--- src/rtl/drt_pkg.sv ---
package drt_pkg;

    localparam int NUM_HASH      = 3;
    localparam int HASH_ROT_STEP = 7;

    typedef enum logic [1:0] {
        WR_IDLE    = 2'd0,
        WR_COUNT   = 2'd1,
        WR_PROMOTE = 2'd2,
        WR_LISTED  = 2'd3
    } wr_action_e;

endpackage

--- src/rtl/drt_page_hash.sv ---
module drt_page_hash #(
    parameter int PAGE_W = 20,
    parameter int IDX_W  = 6,
    parameter int ROT    = 0
) (
    input  logic [PAGE_W-1:0] page,
    output logic [IDX_W-1:0]  idx
);
    localparam int R     = ROT % PAGE_W;
    localparam int NCH   = (PAGE_W + IDX_W - 1) / IDX_W;
    localparam int PAD_W = NCH * IDX_W;

    logic [PAGE_W-1:0] rotated;
    logic [PAD_W-1:0]  padded;

    generate
        if (R == 0) begin : g_norot
            assign rotated = page;
        end else begin : g_rot
            assign rotated = {page[PAGE_W-R-1:0], page[PAGE_W-1:PAGE_W-R]};
        end
    endgenerate

    assign padded = PAD_W'(rotated);

    always_comb begin
        idx = '0;
        for (int c = 0; c < NCH; c++) begin
            idx = idx ^ padded[c*IDX_W +: IDX_W];
        end
    end
endmodule

--- src/rtl/drt_count_filter.sv ---
module drt_count_filter
    import drt_pkg::*;
#(
    parameter int PAGE_W = 20,
    parameter int CNT_W  = 4,
    parameter int IDX_W  = 6
) (
    input  logic              clk,
    input  logic              rst,
    input  logic              wr_en,
    input  logic              promote,
    input  logic [PAGE_W-1:0] page,
    output logic [CNT_W-1:0]  est_next
);
    localparam int DEPTH = 1 << IDX_W;
    localparam logic [CNT_W-1:0] CNT_MAX = '1;

    logic [IDX_W-1:0] idx [NUM_HASH];
    logic [CNT_W-1:0] cur [NUM_HASH];
    logic [CNT_W-1:0] inc [NUM_HASH];

    generate
        for (genvar k = 0; k < NUM_HASH; k++) begin : g_bank
            logic [CNT_W-1:0] mem [DEPTH];

            drt_page_hash #(
                .PAGE_W(PAGE_W),
                .IDX_W (IDX_W),
                .ROT   (k * HASH_ROT_STEP)
            ) u_hash (
                .page(page),
                .idx (idx[k])
            );

            assign cur[k] = mem[idx[k]];
            assign inc[k] = (cur[k] == CNT_MAX) ? CNT_MAX : cur[k] + 1'b1;

            always_ff @(posedge clk) begin
                if (rst) begin
                    for (int i = 0; i < DEPTH; i++) mem[i] <= '0;
                end else if (wr_en) begin
                    mem[idx[k]] <= promote ? (inc[k] >> 1) : inc[k];
                end
            end
        end
    endgenerate

    always_comb begin
        est_next = inc[0];
        for (int k = 1; k < NUM_HASH; k++) begin
            if (inc[k] < est_next) est_next = inc[k];
        end
    end
endmodule

--- src/rtl/drt_dirty_list.sv ---
module drt_dirty_list #(
    parameter int PAGE_W = 20,
    parameter int LIST_N = 16
) (
    input  logic              clk,
    input  logic              rst,
    input  logic              lk_valid,
    input  logic [PAGE_W-1:0] lk_page,
    input  logic              wr_valid,
    input  logic [PAGE_W-1:0] wr_page,
    input  logic              ins_en,
    output logic              lk_hit,
    output logic              wr_hit,
    output logic              evict_valid,
    output logic [PAGE_W-1:0] evict_page,
    output logic [LIST_N-1:0] valid_vec,
    output logic [LIST_N-1:0] nru_vec,
    output logic [LIST_N-1:0] lk_match
);
    localparam int SLOT_W = (LIST_N > 1) ? $clog2(LIST_N) : 1;

    typedef struct packed {
        logic              valid;
        logic              nru;
        logic [PAGE_W-1:0] tag;
    } entry_t;

    entry_t            ent [LIST_N];
    logic [LIST_N-1:0] wr_match;
    logic [LIST_N-1:0] touch;
    logic [LIST_N-1:0] nru_next;
    logic [LIST_N-1:0] slot_oh;
    logic              have_free;
    logic              have_old;
    logic [SLOT_W-1:0] free_idx;
    logic [SLOT_W-1:0] old_idx;
    logic [SLOT_W-1:0] slot;

    generate
        for (genvar i = 0; i < LIST_N; i++) begin : g_ent
            assign lk_match[i]  = ent[i].valid && (ent[i].tag == lk_page);
            assign wr_match[i]  = ent[i].valid && (ent[i].tag == wr_page);
            assign valid_vec[i] = ent[i].valid;
            assign nru_vec[i]   = ent[i].nru;
            assign slot_oh[i]   = (slot == SLOT_W'(i));
        end
    endgenerate

    assign lk_hit = |lk_match;
    assign wr_hit = |wr_match;

    always_comb begin
        have_free = 1'b0;
        free_idx  = '0;
        have_old  = 1'b0;
        old_idx   = '0;
        for (int i = 0; i < LIST_N; i++) begin
            if (!have_free && !ent[i].valid) begin
                have_free = 1'b1;
                free_idx  = SLOT_W'(i);
            end
            if (!have_old && ent[i].valid && !ent[i].nru) begin
                have_old = 1'b1;
                old_idx  = SLOT_W'(i);
            end
        end
        slot = have_free ? free_idx : old_idx;
    end

    always_comb begin
        touch = '0;
        if (lk_valid) touch = touch | lk_match;
        if (wr_valid) touch = touch | wr_match;
        if (ins_en)   touch = touch | slot_oh;
        nru_next = nru_vec | touch;
        if (&nru_next) nru_next = touch;
    end

    always_ff @(posedge clk) begin
        if (rst) begin
            for (int i = 0; i < LIST_N; i++) ent[i] <= '0;
            evict_valid <= 1'b0;
            evict_page  <= '0;
        end else begin
            for (int i = 0; i < LIST_N; i++) ent[i].nru <= nru_next[i];
            evict_valid <= ins_en && !have_free;
            if (ins_en) begin
                ent[slot].valid <= 1'b1;
                ent[slot].tag   <= wr_page;
                if (!have_free) evict_page <= ent[slot].tag;
            end
        end
    end
endmodule

--- src/rtl/dirty_region_tracker.sv ---
module dirty_region_tracker
    import drt_pkg::*;
#(
    parameter int ADDR_W     = 32,
    parameter int PAGE_SHIFT = 12,
    parameter int CNT_W      = 4,
    parameter int IDX_W      = 6,
    parameter int LIST_N     = 16
) (
    input  logic                         clk,
    input  logic                         rst,
    input  logic                         wr_valid,
    input  logic [ADDR_W-1:0]            wr_addr,
    input  logic [CNT_W-1:0]             wr_threshold,
    input  logic                         lk_valid,
    input  logic [ADDR_W-1:0]            lk_addr,
    output logic                         lk_dirty,
    output logic                         evict_valid,
    output logic [ADDR_W-PAGE_SHIFT-1:0] evict_page
);
    localparam int PAGE_W = ADDR_W - PAGE_SHIFT;

    logic [PAGE_W-1:0] wr_page;
    logic [PAGE_W-1:0] lk_page;
    logic [CNT_W-1:0]  est_next;
    logic              wr_hit;
    logic              lk_hit;
    logic              promote;
    wr_action_e        action;
    logic [LIST_N-1:0] valid_vec;
    logic [LIST_N-1:0] nru_vec;
    logic [LIST_N-1:0] lk_match_vec;
    logic              unused_offset_bits;

    assign wr_page = wr_addr[ADDR_W-1:PAGE_SHIFT];
    assign lk_page = lk_addr[ADDR_W-1:PAGE_SHIFT];
    assign unused_offset_bits = ^{wr_addr[PAGE_SHIFT-1:0], lk_addr[PAGE_SHIFT-1:0]};

    always_comb begin
        if (!wr_valid)                 action = WR_IDLE;
        else if (wr_hit)               action = WR_LISTED;
        else if (est_next > wr_threshold) action = WR_PROMOTE;
        else                           action = WR_COUNT;
    end

    assign promote = (action == WR_PROMOTE);

    drt_count_filter #(
        .PAGE_W(PAGE_W),
        .CNT_W (CNT_W),
        .IDX_W (IDX_W)
    ) u_filter (
        .clk     (clk),
        .rst     (rst),
        .wr_en   (wr_valid),
        .promote (promote),
        .page    (wr_page),
        .est_next(est_next)
    );

    drt_dirty_list #(
        .PAGE_W(PAGE_W),
        .LIST_N(LIST_N)
    ) u_list (
        .clk        (clk),
        .rst        (rst),
        .lk_valid   (lk_valid),
        .lk_page    (lk_page),
        .wr_valid   (wr_valid),
        .wr_page    (wr_page),
        .ins_en     (promote),
        .lk_hit     (lk_hit),
        .wr_hit     (wr_hit),
        .evict_valid(evict_valid),
        .evict_page (evict_page),
        .valid_vec  (valid_vec),
        .nru_vec    (nru_vec),
        .lk_match   (lk_match_vec)
    );

    assign lk_dirty = lk_hit;
endmodule

--- config.mk ---
export PLATFORM = sky130hd
export DESIGN_NAME = dirty_region_tracker
export DESIGN_NICKNAME = d
export VERILOG_FILES = /design/src/rtl/drt_pkg.sv /design/src/rtl/drt_page_hash.sv /design/src/rtl/drt_count_filter.sv /design/src/rtl/drt_dirty_list.sv /design/src/rtl/dirty_region_tracker.sv
export SDC_FILE = /design/constraint.sdc
export NUM_CORES = 2
export LEC_CHECK = 0
export BUFFER_PORTS_ARGS = -buffer_cell sky130_fd_sc_hd__buf_2
export CORE_MARGIN = 3
export CORE_UTILIZATION = 60
export CTS_CLUSTER_DIAMETER = 120
export CTS_CLUSTER_SIZE = 8
export DETAILED_ROUTE_END_ITERATION = 6
export PLACE_DENSITY = 0.85
export SLEW_MARGIN = 5
export SYNTH_ARGS = -nofsm -noshare
export SYNTH_HDL_FRONTEND = slang
export SYNTH_HIERARCHICAL = 1
export SYNTH_SLANG_ARGS = --single-unit
--- constraint.sdc ---
create_clock -name clk -period 8.6 [get_ports clk]
set_input_delay 0 -clock clk [delete_from_list [all_inputs] [get_ports clk]]
set_output_delay 0 -clock clk [all_outputs]
set_load 0.005 [all_outputs]
Word-level counts from Yosys, hierarchy flattened
Memory sizes are Yosys's and may differ from the RTL's. A register that Yosys moved wholly into a read port is not among the register bits.
Cells that the tools add are included.
- logic and storage cells: 350
- memories: 4
- register bits after elaboration: 1
- output and inout bits: 22
- bits in writable memories: 1120
- input port bits: 72
- memory list (memory ; depth ; bits a word ; read ports ; clocked after Yosys merged registers in ; write ports ; RTL line ; source):
    u_list.ent ; 16 ; 22 ; 17 ; 1 ; 17 ; drt_dirty_list.sv:28 ; entry_t ent [LIST_N];
    u_filter.g_bank[0].mem ; 64 ; 4 ; 1 ; 0 ; 64 ; drt_count_filter.sv:24 ; logic [CNT_W-1:0] mem [DEPTH];
    u_filter.g_bank[1].mem ; 64 ; 4 ; 1 ; 0 ; 64 ; drt_count_filter.sv:24 ;
    u_filter.g_bank[2].mem ; 64 ; 4 ; 1 ; 0 ; 64 ; drt_count_filter.sv:24 ;
- multiplexer cells: 111
- magnitude comparators: 3
- bitwise gates (word level): 29
- $add $sub $neg: 3
- equal/unequal tests: 51
- reduce and logical (&&, ||, !) cells: 148
- operators with widths (kind ; count):
    equality test 20 bit ; 32
    two-way mux 4 bit ; 34
    logical AND 1 bit ; 79
    two-way mux 16 bit ; 4
    zero test 1 bit ; 61
    two-way mux 1 bit ; 61
    bitwise OR 16 bit ; 3
    equality test 4 bit, second input constant ; 11
    XOR 6 bit ; 6
    OR reduction 16 bit ; 2
    two-way mux 6 bit ; 3
    XOR 6 x 2 -> 6 bit ; 3
    equality test 4 x 3 -> 1 bit, second input constant ; 4
    bitwise OR 1 bit ; 16
    AND reduction 16 bit ; 1
    adder 4 x 1 -> 4 bit, second input constant ; 3
    two-way mux 3 bit ; 4
    OR reduction 4 bit ; 3
    two-way mux 2 bit ; 5
    equality test 4 x 2 -> 1 bit, second input constant ; 2
    less-than comparator 4 bit ; 2
    equality test 4 x 1 -> 1 bit, second input constant ; 1
    greater-than comparator 4 bit ; 1
    zero test 4 bit ; 1
    other kinds (3) ; 3

Depth between registers and ports, before layout
An unclocked memory read counts as a cell.
- depth after elaboration: 72
- depth in mapped cells: 42
- depth with buffers taken out: 35

Modules after synthesis
Netlist, hierarchy kept.
- modules (own cells, without submodules) (module ; area an instance (um^2) ; instances ; seq. area each (um^2) ; cells each):
    drt_count_filter ; 36132.2 ; 1 ; 23062.1 ; 2951
    drt_dirty_list ; 25584.5 ; 1 ; 10670.2 ; 2523
    drt_page_hash ; 122.6 ; 3 ; 0.0 ; 14
    dirty_region_tracker ; 102.6 ; 1 ; 0.0 ; 14

Least setup slack after synthesis
OpenSTA, ideal clock, no wires.
- kind: input -> register
- start point: in wr_addr[25]
- end point: mem u_list/ent[8][20] in the netlist's numbering
- buffers on the path: 5
- data arrival time: 7.655 ns
- path slack: 0.798 ns
- data required time: 8.454 ns
- library setup time: 0.146 ns
- cell stages on the path: 36
- cells stage by stage: xor2_1 xnor2_1 buf_2 buf_4 buf_2 mux2_2 a221oi_1 o22ai_1 a221oi_1 nand2_1 ha_1 inv_1 nor3_1 a21oi_1 inv_1 ha_1 a21oi_1 nand2b_1 o31ai_2 mux2i_1 ha_1 a21o_1 o41ai_2 mux2i_1 ha_1 nand4_1 nand3b_1 a21oi_1 clkbuf_1 and2_1 a31oi_1 nor2b_1 or4_1 nor4b_4 buf_6 a311oi_1
- RTL lines (item ; RTL line ; source):
    from (decl) ; dirty_region_tracker.sv:13 ; input logic [ADDR_W-1:0] wr_addr,
    to (decl) ; drt_dirty_list.sv:28 ;

==> flow_metrics.py <==
metrics = {
    "final_layout": {
        "n_fill_cell": 7273,
        "final_nets": 5611,
        "final_layout_size_suffix_gt1_frac": 0.123,
        "utilization": 0.675,
        "area_growth_pct": 11.4,
    },
    "hold_path": {
        "worst_hold_path_type": "input port to register",
        "min_from": "wr_addr[12]",
        "hold_depth": 3,
        "min_to": "u_list/ent[9][0]",
    },
    "floorplan": {
        "num_rows": 117,
        "die-area_sq_mm": 0.107,
        "core_area_sq_mm": 0.102,
        "start_util": 0.606,
        "chipWidth_microns": 327,
        "io_pins": 94,
        "die_h_microns": 327,
    },
    "placed_design": {
        "dp_slack_ns": 0.00238,
        "io_buffers": 69,
        "dpl.hpwl_mm": 129,
        "gp_congestion": 0.990,
    },
    "timing": {
        "slew_viol_final": 0,
        "hold_viol": 0,
        "max_slew.worst_pin.slew_ns": 1.30,
        "fin_skew_ns": 0.0516,
        "rsz0062_at_grt": "false",
        "worst_slack_ns": 0.356,
        "slew_headroom": 0.127,
        "period_minus_slack_ns": 8.24,
        "setup_viol": 0,
        "final.setup.tns_ns": 0,
        "fin_crit_sh": 0.959,
        "max_clock_freq_mhz": 121,
    },
    "worst_setup_path": {
        "endpoint_kind": "register",
        "crit_top_cell": "buf_4",
        "reg2reg_depth": 28,
        "cp-start-kind": "input port",
        "worst_path_max_delay_cell": "xnor2_4",
        "crit_start": "wr_addr[17]",
        "regToRegEndpoint": "u_list/ent[15][20]",
        "cp.required_ns": 9.21,
        "r2r_start": "u_filter/g_bank[1].mem[32][2]",
        "critical_path_class": "input port to register",
        "worst-path-max-fanout": 11,
        "rrSetupSlack_ns": 1.11,
        "slowest_delay_ns": 0.64,
        "crit_arrival_ns": 8.85,
    },
    "detailed_routing": {
        "final_antenna_net_count": 0,
        "routed-via-count": 47300,
        "drt-pass1-iter-count": 7,
        "routed_wl_mm": 198,
        "routed_via_density": 6.80,
        "wl_per_cell_microns": 28.5,
        "drt_iter0_drc": 7526,
        "drc": 3,
    },
    "clock_tree": {
        "clk_pin_slew_ns": 0.06,
        "cts_sinks": 1141,
        "insertion_delay_ns": 0.79,
        "clockBufferDepth": 3,
        "numCtsBuffers": 160,
        "cts_tree": "built",
        "h-tree-depth": 4,
        "root_buffer": "clkbuf_16",
    },
    "grt": {
        "grt_pass1_vias": 45800,
        "grt_pass1_wl_mm": 291,
        "antenna_found_initial": 3,
        "grt_max_degree": 90,
        "overflow": 0,
        "grt_use_total": 0.364,
    },
    "power": {
        "power.internal_mw": 11.6,
        "p_leak_nw": 24.7,
        "p_comb_frac": 0.324,
        "pwr-share-seq": 0.362,
        "irDropWorstVdd_mv": 0.460,
        "switching_share": 0.365,
        "p_sw_mw": 6.68,
        "clkPwrFrac": 0.315,
        "p_per_area_mw_per_mm2": 265,
    },
    "synth": {
        "synthesis.instances": 5498,
        "syn-num-nets": 5583,
        "syn_area_per_cell_sq_um": 11.3,
        "yosysWarnings": 6,
        "netlist_area_sq_mm": 0.0619,
    },
    "run": {
        "drv_cap": 0,
    },
    "status": {
        "status": "complete, but fails checks",
        "violations": "DRC",
    },
}
-- layout make-up --
class,count,area (sq um),share of cell area
well taps,1368,1710,0.0248
inverters,45,169,0.00245
repair buffers,304,2490,0.0362
clock inverters,13,244,0.00354
clock buffers,200,4220,0.0611
diodes,3,7.51,0.000109
flip-flops and latches,1141,33700,0.489
multi-input cells,3874,26400,0.383
-- flip-flops by register name, indices dropped and copies added (netlist names) --
register             cells
u_list/evict_page       20
u_filter/g_bank.mem    768
u_list/evict_valid       1
u_list/ent             352
-- what timing repair did --
item,CTS,global route
setup buffers,0,0
resized for setup,0,7
hold buffers,16,0
setup endpoints to repair,0,616
endpoints found under the hold margin,161,0
-- worst max-delay path by stage --
stage	endpoint	slack (ns)
3_5_place_dp	u_list/ent[9][20]	0.002
5_1_grt	u_list/ent[1][20]	0.006
6_report	u_list/ent[15][20]	0.36
3_3_place_gp	u_list/ent[11][20]	0.08
4_1_cts	u_list/ent[15][20]	0.20
2_1_floorplan	u_list/ent[8][20]	0.80
-- power by group through the flow --
| stage | Combinational (mW) | Sequential (mW) | Clock, mW |
|---|---|---|---|
| 2_1_floorplan | 3.70 | 6.62 | 0 |
| 3_3_place_gp | 5.66 | 6.69 | 0 |
| 3_5_place_dp | 5.70 | 6.70 | 0 |
| 4_1_cts | 5.74 | 6.60 | 5.79 |
| 5_1_grt | 6.12 | 6.63 | 6.01 |
| 6_report | 5.92 | 6.61 | 5.76 |
-- per-stage QoR --
step           instance area, sq um  cells  hold slack (ns)  power [mW]
3_3_place_gp                  64300   6716            0.379        12.4
2_1_floorplan                 61900   5498            0.284        10.3
4_1_cts                       68900   6945           0.0195        18.1
3_5_place_dp                  64300   6716            0.377        12.4
5_1_grt                       69000   6945           0.0605        18.8
6_report                      69000   6948           0.0887        18.3
-- layout by cell type, fill, tap and decap left out, drive strengths merged, types with 9 or more instances in the layout --
cell type / n
a211oi: 17
a21oi: 68
a221o: 12
a221oi: 54
a22o: 14
a22oi: 156
a311oi: 40
a31oi: 22
and2: 339
and3: 16
buf: 287
clkbuf: 201
clkinv: 9
dfxtp: 53
dlygate4sd3: 16
edfxtp: 1088
ha: 13
inv: 49
mux2: 56
mux2i: 165
mux4: 89
nand2: 305
nand2b: 234
nand3: 62
nand3b: 12
nand4: 138
nand4b: 11
nor2: 869
nor2b: 42
nor3: 27
nor3b: 16
nor4: 120
o211ai: 11
o21ai: 108
o22ai: 34
or2: 11
or3b: 13
or4: 16
xnor2: 403
xor2: 279
-- routing by layer --
metal  GRT usage  vias to the layer above  share of wire
li1            -                    19800              -
met1       0.483                    22700           0.35
met2       0.547                     3870           0.44
met3      0.0896                      895           0.14
met4       0.216                        0          0.070
met5           0                        -              0
-- critical path: cells and delay by family --
| family | cells | cell delay, ns |
|---|---|---|
| and+or+nand+nor | 9 | 2.21 |
| buffers and inverters | 6 | 1.77 |
| muxes | 3 | 0.76 |
| AOI/OAI and AO/OA | 11 | 2.47 |
| adders and majority gates | 3 | 0.72 |
| xor gates and xnor gates | 2 | 0.89 |
Note: power is estimated with default switching activity, not from simulation.
